===== src/rtl/hbus_pkg.sv =====
package hbus_pkg;

    typedef enum logic {
        PROTO_SPLIT  = 1'b0,
        PROTO_ENABLE = 1'b1
    } proto_e;

    typedef enum logic {
        PH_HIGH = 1'b0,
        PH_LOW  = 1'b1
    } phase_e;

    typedef struct packed {
        logic sel;
        logic wr;
        logic rd;
        logic resync;
    } bus_evt_t;

endpackage


===== src/rtl/hbus_strobe_decode.sv =====
module hbus_strobe_decode
    import hbus_pkg::*;
(
    input  logic     clk,
    input  logic     rst_n,
    input  logic     cs_n,
    input  logic     cs_hi,
    input  logic     cd,
    input  logic     proto_68,
    input  logic     strb_a,
    input  logic     strb_b,
    output bus_evt_t evt
);

    typedef struct packed {
        logic armed;
        logic sa;
        logic sb;
        logic cd;
    } dec_state_t;

    dec_state_t state_d, state_q;

    logic   a_rise, b_fall, b_rise;
    logic   wr_raw, rd_raw, live;
    proto_e proto;

    always_comb begin
        proto         = proto_e'(proto_68);
        state_d.armed = 1'b1;
        state_d.sa    = strb_a;
        state_d.sb    = strb_b;
        state_d.cd    = cd;

        a_rise = !state_q.sa && strb_a;
        b_fall = state_q.sb && !strb_b;
        b_rise = !state_q.sb && strb_b;

        case (proto)
            PROTO_SPLIT: begin
                wr_raw = a_rise;
                rd_raw = b_fall;
            end
            default: begin
                wr_raw = b_fall && !strb_a;
                rd_raw = b_rise && strb_a;
            end
        endcase

        live       = !cs_n && cs_hi && state_q.armed;
        evt.sel    = !cs_n && cs_hi;
        evt.wr     = live && wr_raw;
        evt.rd     = live && rd_raw && !wr_raw;
        evt.resync = live && (cd != state_q.cd);
    end

    always_ff @(posedge clk or negedge rst_n) begin
        if (!rst_n) begin
            state_q <= '{armed: 1'b0, sa: 1'b1, sb: 1'b1, cd: 1'b0};
        end else begin
            state_q <= state_d;
        end
    end


    split_wr_edge_chk: assert property (@(posedge clk) disable iff (!rst_n)
        (evt.wr && !proto_68) |-> (strb_a && !state_q.sa));


    enable_rd_edge_chk: assert property (@(posedge clk) disable iff (!rst_n)
        (evt.rd && proto_68) |-> (strb_a && strb_b && !state_q.sb));

endmodule


===== src/rtl/hbus_nibble_seq.sv =====
module hbus_nibble_seq
    import hbus_pkg::*;
#(
    parameter int DATA_W = 8
) (
    input  logic              clk,
    input  logic              rst_n,
    input  bus_evt_t          evt,
    input  logic              narrow,
    input  logic              cd,
    input  logic [DATA_W-1:0] din,
    input  logic [DATA_W-1:0] rd_byte,
    output logic              wr_valid,
    output logic [DATA_W-1:0] wr_byte,
    output logic              wr_cd,
    output logic              rd_req,
    output logic [DATA_W-1:0] dout
);

    localparam int NIB_W = DATA_W / 2;

    typedef struct packed {
        phase_e            phase;
        logic [NIB_W-1:0]  hi_nib;
        logic [NIB_W-1:0]  rd_low;
        logic              wr_valid;
        logic [DATA_W-1:0] wr_byte;
        logic              wr_cd;
        logic              rd_req;
        logic [DATA_W-1:0] dout;
    } seq_state_t;

    seq_state_t state_d, state_q;
    phase_e     ph;

    always_comb begin
        state_d          = state_q;
        state_d.wr_valid = 1'b0;
        state_d.rd_req   = 1'b0;

        ph = state_q.phase;
        if (!evt.sel || !narrow || evt.resync) begin
            ph = PH_HIGH;
        end
        state_d.phase = ph;

        if (evt.wr) begin
            if (!narrow) begin
                state_d.wr_valid = 1'b1;
                state_d.wr_byte  = din;
                state_d.wr_cd    = cd;
            end else if (ph == PH_HIGH) begin
                state_d.hi_nib = din[NIB_W-1:0];
                state_d.phase  = PH_LOW;
            end else begin
                state_d.wr_valid = 1'b1;
                state_d.wr_byte  = {state_q.hi_nib, din[NIB_W-1:0]};
                state_d.wr_cd    = cd;
                state_d.phase    = PH_HIGH;
            end
        end else if (evt.rd) begin
            if (!narrow) begin
                state_d.rd_req = 1'b1;
                state_d.dout   = rd_byte;
            end else if (ph == PH_HIGH) begin
                state_d.rd_req = 1'b1;
                state_d.rd_low = rd_byte[NIB_W-1:0];
                state_d.dout   = {{(DATA_W-NIB_W){1'b0}}, rd_byte[DATA_W-1:NIB_W]};
                state_d.phase  = PH_LOW;
            end else begin
                state_d.dout  = {{(DATA_W-NIB_W){1'b0}}, state_q.rd_low};
                state_d.phase = PH_HIGH;
            end
        end
    end

    always_ff @(posedge clk or negedge rst_n) begin
        if (!rst_n) begin
            state_q <= '{phase: PH_HIGH, default: '0};
        end else begin
            state_q <= state_d;
        end
    end

    assign wr_valid = state_q.wr_valid;
    assign wr_byte  = state_q.wr_byte;
    assign wr_cd    = state_q.wr_cd;
    assign rd_req   = state_q.rd_req;
    assign dout     = state_q.dout;


    wr_single_pulse_chk: assert property (@(posedge clk) disable iff (!rst_n)
        state_q.wr_valid |=> !state_q.wr_valid);


    rd_single_pulse_chk: assert property (@(posedge clk) disable iff (!rst_n)
        state_q.rd_req |=> !state_q.rd_req);


    first_nibble_hold_chk: assert property (@(posedge clk) disable iff (!rst_n)
        (narrow && evt.wr && !evt.resync && state_q.phase == PH_HIGH)
            |=> (!state_q.wr_valid && state_q.phase == PH_LOW));


    narrow_rd_upper_zero_chk: assert property (@(posedge clk) disable iff (!rst_n)
        (narrow && evt.rd) |=> (state_q.dout[DATA_W-1:NIB_W] == '0));


    resync_phase_chk: assert property (@(posedge clk) disable iff (!rst_n)
        (evt.resync && !evt.wr && !evt.rd) |=> (state_q.phase == PH_HIGH));


    deselect_quiet_chk: assert property (@(posedge clk) disable iff (!rst_n)
        !evt.sel |=> (state_q.phase == PH_HIGH && !state_q.wr_valid && !state_q.rd_req));

endmodule


===== src/rtl/hbus_host_if.sv =====
module hbus_host_if
    import hbus_pkg::*;
#(
    parameter int DATA_W = 8
) (
    input  logic              clk,
    input  logic              rst_n,
    input  logic              cs_n,
    input  logic              cs_hi,
    input  logic              cd,
    input  logic              narrow,
    input  logic              proto_68,
    input  logic              strb_a,
    input  logic              strb_b,
    input  logic [DATA_W-1:0] din,
    input  logic [DATA_W-1:0] rd_byte,
    output logic              wr_valid,
    output logic [DATA_W-1:0] wr_byte,
    output logic              wr_cd,
    output logic              rd_req,
    output logic [DATA_W-1:0] dout
);

    bus_evt_t evt;

    hbus_strobe_decode u_decode (
        .clk      (clk),
        .rst_n    (rst_n),
        .cs_n     (cs_n),
        .cs_hi    (cs_hi),
        .cd       (cd),
        .proto_68 (proto_68),
        .strb_a   (strb_a),
        .strb_b   (strb_b),
        .evt      (evt)
    );

    hbus_nibble_seq #(.DATA_W(DATA_W)) u_seq (
        .clk      (clk),
        .rst_n    (rst_n),
        .evt      (evt),
        .narrow   (narrow),
        .cd       (cd),
        .din      (din),
        .rd_byte  (rd_byte),
        .wr_valid (wr_valid),
        .wr_byte  (wr_byte),
        .wr_cd    (wr_cd),
        .rd_req   (rd_req),
        .dout     (dout)
    );


    reset_quiet_chk: assert property (@(posedge clk) disable iff (!rst_n)
        $rose(rst_n) |-> (!wr_valid && !rd_req));

endmodule


===== config.mk =====
export PLATFORM = sky130hd
export DESIGN_NAME = hbus_host_if
export DESIGN_NICKNAME = d
export VERILOG_FILES = /design/src/rtl/hbus_pkg.sv /design/src/rtl/hbus_strobe_decode.sv /design/src/rtl/hbus_nibble_seq.sv /design/src/rtl/hbus_host_if.sv
export SDC_FILE = /design/constraint.sdc
export NUM_CORES = 1
export LEC_CHECK = 0
export BUFFER_PORTS_ARGS = -buffer_cell sky130_fd_sc_hd__buf_4
export CAP_MARGIN = 10
export CORE_ASPECT_RATIO = 2
export CORE_MARGIN = 2
export CORE_UTILIZATION = 35
export CTS_CLUSTER_SIZE = 40
export DETAILED_ROUTE_END_ITERATION = 7
export SLEW_MARGIN = 10
export SYNTH_ARGS = -nofsm -noshare
export SYNTH_HDL_FRONTEND = slang
export SYNTH_SLANG_ARGS = --single-unit

===== constraint.sdc =====
create_clock -name clk -period 3.2 [get_ports clk]
set_input_delay 0.48 -clock clk [delete_from_list [all_inputs] [get_ports clk]]
set_output_delay 0.48 -clock clk [all_outputs]
set_load 0.1 [all_outputs]

==> run metrics, run 1 <==
endpoint kind of the worst setup timing path=register; gr usage total=0.1514; Setup Buffers After CTS=0; Synth cell types=37; Hold-fix buffers, CTS=0; layout net count=around 210; crit path to=u_seq.wr_byte[7]$_DFFE_PN0P_; Post-Syn Area=1689 sq um; Starting Density=0.3639; clk_skew=3.400 ps; Core Rows=35; pin count of the biggest net entering global routing=33; Top Ports=44; antenna viol nets, final=0; post-detailed-route wirelength per cell=14.95 um; worst skew pair latency=approximately 280 ps; min cycle time layout=1891 ps; RR Endpoint=u_seq.dout[3]$_DFFE_PN0P_; CTS Buf Count=5; port bufs=43; worst-margin pin slew=between 600 and 700 ps; Worst setup SP type=input port; placer's final routability congestion estimate=0.7225; final setup fails=0; drt total wl=3.557 mm; first-pass GRT wire length=5.975 mm; Worst-path clk slew=roughly 70 ps; sequential fraction of the synthesis area=0.4756; initial antenna violation count=0; Pwr Total=~1400 uW; CTS Buffer Depth=2; Die ar.=approximately 5400 sq um; Hold WC Path Type=in -> async; DIE WIDTH=53.12 um; layout cell share with drive strength beyond 1=0.4262; syn_nets=179; R2R Setup Slk=~1400 ps; # diodes=0; R2R cell count=4; Worst VDD drop=0.4024 mV; DP Cell Count=230; total of max-cap violations=0; core area=4642 sq um; CP Max Fanout=22; leakage power=0.0009575 uW; FILL cells=481; GR Overflow Total=0; final design utilization=0.4380; setup ws final=roughly 1300 ps; post-place setup slack=between 1000 and 1500 ps; Crit path required time=3410 ps; Power Density=704.7 nW/um^2; syn_area_per_cell=roughly 11 sq um; Slew Limit Fails=0; Final TNS setup=0 ps; vias in the first global route=about 1300; Hold Violations, Final=0; synth warn=0; CTS Sinks=32; Setup CP Type=in -> reg; RSZ-0062 raised after global routing=false; clock root cell=clkbuf_8; Post-route DRC=0; Yosys reg bits=32; worst r2r src=u_decode.state_q[1]$_DFF_PN1_; post-DR vias/cell=5.050; status=finished, final reports clean; slew margin rel.=0.5762; H-tree depth=2; post-DP HPWL=2.717 mm; DR vias=around 1200; Fmax=528.9 MHz; Crit. Startpoint=narrow; CTS tree=yes; Cell Count, Final, Fillers Out=around 240; CP arrival=2100 ps; initial DRC count=13; Final period util=0.5909; router iterations before antenna repair=4; cts repair resizes=0; Die Ht=102.2 um; Layout area overhead=20.37%; Gate Count Post-Synth=152
## synthesized netlist by cell type
library cell,instances,area [sq um]
xor2_1,1,8.760
and2_1,2,12.51
o31ai_1,4,30.03
nand4b_1,2,17.52
o31ai_2,4,50.05
a21oi_2,4,35.03
nor2b_1,5,31.28
o221a_2,4,45.04
mux2_2,1,11.26
nand4bb_1,1,11.26
a31oi_1,1,6.260
o21ai_0,8,40.04
inv_1,10,37.54
ha_1,2,25.02
o31a_4,1,17.52
conb_1,1,3.750
a211oi_4,1,20.02
o21ai_2,5,43.79
nand3_1,5,25.02
dfstp_2,2,52.55
a21o_1,1,7.510
buf_2,2,10.01
dfrtp_1,30,750.7
or2_0,1,6.260
nand2_1,5,18.77
nor2_1,9,33.78
and4b_1,1,10.01
mux2_1,8,90.09
buf_6,1,11.26
buf_4,17,127.6
a22oi_2,1,12.51
nand2b_4,1,13.76
or3b_4,1,11.26
nor3_4,1,16.27
a21oi_1,6,30.03
clkbuf_1,2,7.510
nand3b_1,1,7.510
## placed cells by master (no fill, tap or decap), types with 2 or more instances in the layout
cell type   n
buf_4      45
o31ai_1     4
nand2_1     5
clkbuf_8    6
dfrtp_1    30
o21ai_2     5
nand3_1     5
and2_1      2
nor2_1      9
a21oi_1     6
nand4b_1    2
nor2b_1     5
ha_1        2
o221a_2     4
o31ai_2     4
a21oi_2     4
dfstp_2     2
mux2_1      8
o21ai_0     8
inv_1      10
## flip-flops by register name, summed over array words and instances (netlist names)
register,count
u_seq.dout,8
u_seq.rd_req,1
u_seq.wr_valid,1
u_seq.wr_cd,1
u_decode.state_q,4
u_seq.state_q,9
u_seq.wr_byte,8
## worst min path at each step
stage	from	end	cells past startpoint
2_1_floorplan	rst_n	u_decode.state_q[0]$_DFF_PN0_	0
3_3_place_gp	rst_n	u_seq.wr_byte[5]$_DFFE_PN0P_	1
3_5_place_dp	rst_n	u_seq.rd_req$_DFF_PN0_	1
4_1_cts	rst_n	u_seq.state_q[27]$_DFF_PN0_	1
5_1_grt	rst_n	u_seq.state_q[27]$_DFF_PN0_	1
6_report	rst_n	u_seq.state_q[27]$_DFF_PN0_	1
## logic make-up (layout without fill, tap and decap cells)
| kind of cell | count (synthesis) | in the layout | synth area share |
|---|---|---|---|
| other cells | 1 | 1 | 0.002220 |
| compound gates | 40 | 40 | 0.2000 |
| fa+ha+maj | 2 | 2 | 0.01481 |
| flops | 32 | 32 | 0.4756 |
| xor+xnor | 1 | 1 | 0.005186 |
| simple gates | 35 | 35 | 0.1274 |
| mux | 9 | 9 | 0.06000 |
| buf+inv | 32 | 63 | 0.1148 |
## critical path, cell delays in order
cell      delay, ps
buf_4           220
nand4b_1        190
a21oi_1         200
inv_1            60
ha_1            220
a211oi_4        200
buf_4           310
nor2_1           80
a21oi_2         120
## layout make-up
cell class                 instances  area (sq um)  area share
clock buffer                       7         86.33     0.04246
clock inverter                     1         7.507    0.003692
inverter                          10         37.54     0.01846
multi-input combinational         88         691.9      0.3403
sequential                        32         803.3      0.3951
tap                               55         68.82     0.03385
timing repair buffer              45         337.8      0.1662
## per-layer routing
layer	global-route usage	part of all wire
met2	0.2721	0.55
met4	0.06509	0.021
met1	0.1591	0.36
met3	0.04094	0.064
met5	0	0
## per-stage QoR
step | hold slack (ps) | area, sq um
finish | 126.6 | 2033
floorplan | 184.4 | 1689
CTS | 138.0 | 2033
global placement | 436.5 | 1939
detailed placement | 443.8 | 1939
global route | 145.3 | 2033
## report_power, final
part | leakage, uW | internal [uW] | switching, uW
Clock | 0.0000445 | 175 | 147
Sequential | 0.000401 | 475 | 39.1
Combinational | 0.000512 | 139 | 458
Note: power is estimated with default switching activity, not from simulation.
==> run 2: changes to the inputs <==
==> constraint.sdc (replaced) <==
create_clock -name clk -period 1.75 [get_ports clk]
set_input_delay 0.2625 -clock clk [delete_from_list [all_inputs] [get_ports clk]]
set_output_delay 0.2625 -clock clk [all_outputs]
set_load 0.1 [all_outputs]
==> run 2 against run 1 <==
  * Worst hold slack worse by 14 ps
  * Register-to-register slack worse by 1300 ps
  * Die area is the same
  * Total power grew 91%
  * Cell count rose by 2.5%
  * Via count rose by 0.92%
  * Design area increased by 5.2%
  * Clock power is 110% higher
  * Routed wire length shrank 3.0%
  * Critical path depth down 4
  * Critical path type is now reg -> reg
  * Critical endpoint is now u_seq.dout[2]$_DFFE_PN0P_
==> run metrics, run 2 (synthesized netlist as in run 1, its figures left out) <==
RR Endpoint=u_seq.dout[2]$_DFFE_PN0P_ (was u_seq.dout[3]$_DFFE_PN0P_); Top Ports=44 (unchanged); drt total wl=3.450 mm (was 3.557 mm); total of max-cap violations=0 (unchanged); initial antenna violation count=0 (unchanged); Final TNS setup=0 ps (unchanged); port bufs=43 (unchanged); status=finished, final reports clean (unchanged); initial DRC count=18 (was 13); final setup fails=0 (unchanged); worst r2r src=u_decode.state_q[1]$_DFF_PN1_ (unchanged); CP Max Fanout=9 (was 22); gr usage total=0.1434 (was 0.1514); post-DR vias/cell=4.971 (was 5.050); DR vias=1213 (was 1202); DIE WIDTH=53.12 um (unchanged); router iterations before antenna repair=4 (unchanged); leakage power=0.001001 uW (was 0.0009575 uW); Crit path required time=1940 ps (was 3410 ps); placer's final routability congestion estimate=0.7377 (was 0.7225); Core Rows=35 (unchanged); CTS tree=yes (unchanged); # diodes=0 (unchanged); clk_skew=2.357 ps (was 3.400 ps); worst skew pair latency=280 ps (about the same); R2R Setup Slk=80 ps (was 1350 ps); Hold Slack=112.7 ps (was 126.6 ps); max reg flops=9 (unchanged); Starting Density=0.3639 (unchanged); Setup CP Type=reg -> reg (was in -> reg); H-tree depth=2 (unchanged); Power Density=1280 nW/um^2 (was 704.7 nW/um^2); Final period util=0.9553; first-pass GRT wire length=5.768 mm (was 5.975 mm); Worst-path clk slew=60 ps (was 70 ps); Post-route DRC=0 (unchanged); Worst VDD drop=0.9108 mV (was 0.4024 mV); Slew Limit Fails=0 (unchanged); endpoint kind of the worst setup timing path=register (unchanged); vias in the first global route=1283 (was 1259); Worst Hold Endpoint=u_decode.state_q[1]$_DFF_PN1_; Worst setup SP type=register (was input port); layout net count=215 (was 209); Hold Violations, Final=0 (unchanged); hold path depth=1; layout cell share with drive strength beyond 1=0.4603 (was 0.4262); CTS Buf Count=5 (unchanged); most common cell after layout, fill and taps aside=buf_4 (unchanged); Fmax=between 500 and 600 MHz; core area=4642 sq um (unchanged); most frequent cells in the layout=48 x buf_4, 30 x dfrtp_1, 10 x inv_1 (was 45 x buf_4, 30 x dfrtp_1, 10 x inv_1); CTS Buffer Depth=2 (unchanged); min cycle time layout=between 1500 and 2000 ps; CP arrival=1860 ps (was 2100 ps); pin count of the biggest net entering global routing=33 (unchanged); FILL cells=446 (was 481); Die ar.=5431 sq um (unchanged); clock root cell=clkbuf_8 (unchanged); hold path start=strb_b; Largest Register=u_seq.state_q (unchanged); CTS Sinks=32 (unchanged); RSZ-0062 raised after global routing=false (unchanged); GR Overflow Total=0 (unchanged); Layout area overhead=26.59% (was 20.37%); post-DP HPWL=2.604 mm (was 2.717 mm); R2R cell count=5 (was 4); post-detailed-route wirelength per cell=14.14 um (was 14.95 um); Hold WC Path Type=in -> reg (was in -> async); Die Ht=102.2 um (unchanged); antenna viol nets, final=0 (unchanged)
-- run 2: how the worst max path moves through the flow --
stage / startpoint / to / depth (start not counted)
3_3_place_gp: u_decode.state_q[1]$_DFF_PN1_ / u_seq.state_q[19]$_DFFE_PN0P_ / 4
6_report: u_decode.state_q[1]$_DFF_PN1_ / u_seq.dout[2]$_DFFE_PN0P_ / 5
4_1_cts: u_decode.state_q[1]$_DFF_PN1_ / u_seq.state_q[19]$_DFFE_PN0P_ / 4
2_1_floorplan: u_decode.state_q[0]$_DFF_PN0_ / u_seq.wr_byte[4]$_DFFE_PN0P_ / 8
3_5_place_dp: u_decode.state_q[1]$_DFF_PN1_ / u_seq.state_q[19]$_DFFE_PN0P_ / 4
5_1_grt: u_decode.state_q[1]$_DFF_PN1_ / u_seq.state_q[22]$_DFFE_PN0P_ / 4
-- run 2: routing by layer --
metal / vias to the layer above / routed length, um / track usage
li1: 584 / - / -
met1: 579 / 1303 / 0.1514
met2: 44 / 1886 / 0.2615
met3: 6 / 211 / 0.04240
met4: 0 / 48 / 0.04734
met5: - / 0 / 0
-- run 2: repair_timing --
action,in CTS,in global routing
setup endpoints to repair,0,10
hold buffers,1,0
endpoints found under the hold margin,30,0
setup buffers,0,0
resized for setup,0,5
-- run 2: worst max-delay path: stages, from the launching register on --
cell and delay, ps:
dfstp_2 570, nand2b_4 60, o31a_4 350, or2_0 210
buf_6 150, o31ai_4 230
-- run 2: cell type report --
cell class / count / area [sq um] / share of cell area
flip-flops and latches: 32 / 803.3 / 0.3757
multi-input cells: 88 / 719.4 / 0.3365
repair buffers: 51 / 401.6 / 0.1878
clock buffers: 6 / 72.57 / 0.03394
well taps: 55 / 68.82 / 0.03218
inverters: 10 / 37.54 / 0.01755
clock inverters: 2 / 35.03 / 0.01638
-- run 2: per-stage QoR --
| stage | worst slack, ps | power, uW | cell area [sq um] | utilization | cells |
|---|---|---|---|---|---|
| floorplan | 2.009 | 1918 | 1704 | - | 152 |
| global placement | 84.80 | 2041 | 1996 | 0.4299 | 235 |
| detailed placement | 29.33 | 2061 | 1996 | 0.4299 | 235 |
| CTS | 17.64 | 2755 | 2113 | 0.4553 | 244 |
| global route | 7.804 | 2844 | 2138 | 0.4606 | 244 |
| finish | 78.20 | 2737 | 2138 | 0.4606 | 244 |
-- run 2: report_power, final --
group	internal, uW	switching, uW	leakage (uW)	total (uW)
Clock	422	263	0.0000552	685
Sequential	869	70.2	0.000401	939
Combinational	268	844	0.000545	1110
==> run 3: changes to the inputs <==
--- a/config.mk
+++ b/config.mk
@@ -9,9 +9,11 @@
 export CAP_MARGIN = 10
 export CORE_ASPECT_RATIO = 2
 export CORE_MARGIN = 2
-export CORE_UTILIZATION = 35
+export CORE_UTILIZATION = 54
+export CTS_BUF_LIST = sky130_fd_sc_hd__clkbuf_4 sky130_fd_sc_hd__clkbuf_8
 export CTS_CLUSTER_SIZE = 40
 export DETAILED_ROUTE_END_ITERATION = 7
+export PLACE_DENSITY = 0.81
 export SLEW_MARGIN = 10
 export SYNTH_ARGS = -nofsm -noshare
 export SYNTH_HDL_FRONTEND = slang
==> run 3 against run 2 <==
  * Fmax about the same
  * Register-to-register slack about the same
  * Utilization up 23 points
  * Combinational power barely moved
  * Routed wire length decreased by 1.1%
  * Die area down 33%
  * Non-clock buffer count fell by 1
  * Worst setup slack improved by 1.5 ps
  * Design area down 3.3%
  * Via count rose by 2.7%
  * Total power is 3.1% lower
  * Sequential share of layout area increased by 1.3 points
  * Critical path type unchanged
==> run metrics, run 3 (synthesized netlist as in run 1, its figures left out) <==
final setup fails=0 (unchanged); Final period util=0.9545 (was 0.9553); port bufs=43 (unchanged); sequential group share of total power=0.354 (was 0.343); most common cell after layout, fill and taps aside=buf_4 (unchanged); CTS Buf Count=5 (unchanged); initial DRC count=21 (was 18); Setup CP Type=reg -> reg (unchanged); placer's final routability congestion estimate=0.8163 (was 0.7377); Combinational Power Share=0.418 (was 0.406); antenna viol nets, final=0 (unchanged); met2 usage=0.3864 (was 0.2615); Hold WC Path Type=in -> reg (unchanged); post-detailed-route wirelength per cell=15.65 um (was 14.14 um); router iterations before antenna repair=4 (unchanged); CP Max Fanout=4 (was 9); Internal=1483 uW (was 1559 uW); Worst-path clk slew=60 ps (about the same); min cycle time layout=1670 ps (was 1672 ps); Clk pwr share=0.228 (was 0.250); Net Sw Frac=0.4406 (was 0.4304); Power Density=1283 nW/um^2 (was 1280 nW/um^2); max incr delay on CP=370 ps (was 570 ps); CTS Buffer Depth=2 (unchanged); Worst setup SP type=register (unchanged); Layout area overhead=22.37% (was 26.59%); met3 Use GR=0.04565 (was 0.04240); DP Cell Count=209 (was 235); clock root cell=clkbuf_8 (unchanged); net switching power=1168 uW (was 1178 uW); H-tree depth=2 (unchanged); CP arrival=1830 ps (was 1860 ps); total of max-cap violations=0 (unchanged); clk_skew=4.602 ps (was 2.357 ps); Hold Violations, Final=0 (unchanged); Post-route DRC=0 (unchanged); Slew Limit Fails=0 (unchanged); Slowest-stage cell, CP=dfrtp_1 (was dfstp_2); status=finished, final reports clean (unchanged); layout cell share with drive strength beyond 1=0.4574 (was 0.4603); CP cell instances=xor2_1, a21oi_2, inv_1, ha_2, nand2_1, mux2_1 (was nand2b_4, o31a_4, or2_0, buf_6, o31ai_4); CTS tree=yes (unchanged); gr usage total=0.2127 (was 0.1434); Top Family by Delay on Critical Path=flip-flops (was compound AO/OA/AOI/OAI gates); Fmax=598.7 MHz (was 598.2 MHz); CTS Sinks=32 (unchanged); pin count of the biggest net entering global routing=33 (unchanged); Cell Count, Final, Fillers Out=218 (was 244); Pwr Total=2651 uW (was 2737 uW); Crit path required time=1910 ps (was 1940 ps); vias in the first global route=1342 (was 1283); most frequent cells in the layout=48 x buf_4, 30 x dfrtp_1, 10 x inv_1 (unchanged); Buf+Inv Stages, Crit Path=1 (unchanged); Most Crowded Layer GR=met2 (unchanged); layout net count=214 (was 215); Die Ht=83.10 um (was 102.2 um); Hold Slack=107.2 ps (was 112.7 ps); worst skew pair latency=280 ps (about the same); core area=2978 sq um (was 4642 sq um); leakage power=0.0009895 uW (was 0.001001 uW); Worst VDD drop=0.9273 mV (was 0.9108 mV); Top Ports=44 (unchanged); # diodes=0 (unchanged); M1 GR Usage=0.2026 (was 0.1514); DR vias=1246 (was 1213); post-DP HPWL=2.609 mm (was 2.604 mm); Starting Density=0.5672 (was 0.3639); Largest Register=u_seq.state_q (unchanged); Die ar.=3618 sq um (was 5431 sq um); RSZ-0062 raised after global routing=false (unchanged); post-DR vias/cell=5.716 (was 4.971); GR Overflow Total=0 (unchanged); first-pass GRT wire length=5.802 mm (was 5.768 mm); max reg flops=9 (unchanged); drt total wl=3.412 mm (was 3.450 mm); endpoint kind of the worst setup timing path=register (unchanged); initial antenna violation count=0 (unchanged); Core Rows=28 (was 35); DIE WIDTH=43.55 um (was 53.12 um)
==> run 3: worst paths after layout <==
path | slack [ps] | cells after the start | to | startpoint
max in group asynchronous | 970 | 2 | u_decode.state_q[1]$_DFF_PN1_ | rst_n
min in group asynchronous | 460 | 2 | u_seq.rd_req$_DFF_PN0_ | rst_n
max | 80 | 6 | u_seq.state_q[24]$_DFFE_PN0P_ | u_decode.state_q[0]$_DFF_PN0_
min reg2reg | 490 | 1 | u_seq.state_q[22]$_DFFE_PN0P_ | u_seq.state_q[22]$_DFFE_PN0P_
min | 110 | 1 | u_decode.state_q[1]$_DFF_PN1_ | strb_b
max reg2reg | 80 | 6 | u_seq.state_q[24]$_DFFE_PN0P_ | u_decode.state_q[0]$_DFF_PN0_
==> run 3: power by group through the flow <==
stage / Combinational [uW] / Clock (uW) / Sequential [uW]
final: 1110 / 606 / 937
after global routing: 1150 / 651 / 951
after CTS: 1120 / 624 / 940
after detailed placement: 1110 / 0 / 951
after global placement: 1090 / 0 / 944
after floorplan: 943 / 0 / 975
==> run 3: repair_timing <==
item                                    in CTS  in global routing
hold buffers                                 1                  0
endpoints found under the setup margin       8                  4
hold endpoints to repair                    30                  0
gates resized for setup                      2                  0
pin swaps                                    0                  1
setup buffers                                0                  0
==> run 3: metrics by stage <==
stage / setup TNS (ps) / setup slack, ps / utilization / instance area [sq um]
2_1_floorplan: 0 / 2.009 / - / 1704
3_3_place_gp: 0 / 34.78 / 0.6571 / 1957
3_5_place_dp: -124.8 / -60.02 / 0.6571 / 1957
4_1_cts: 0 / 28.17 / 0.6941 / 2067
5_1_grt: 0 / 1.213 / 0.6941 / 2067
6_report: 0 / 79.69 / 0.6941 / 2067
==> run 3: layout make-up <==
type	count	area (sq um)
clock buffer	8	97.59
tap	30	37.54
multi-input combinational	88	700.7
sequential	32	803.3
fill	238	910.9
inverter	10	37.54
timing repair buffer	50	390.4
==> run 3: metal layers <==
layer,vias up,share of wire
met3,12,0.054
met4,0,0.037
met1,605,0.33
li1,579,-
met2,50,0.58
met5,-,0
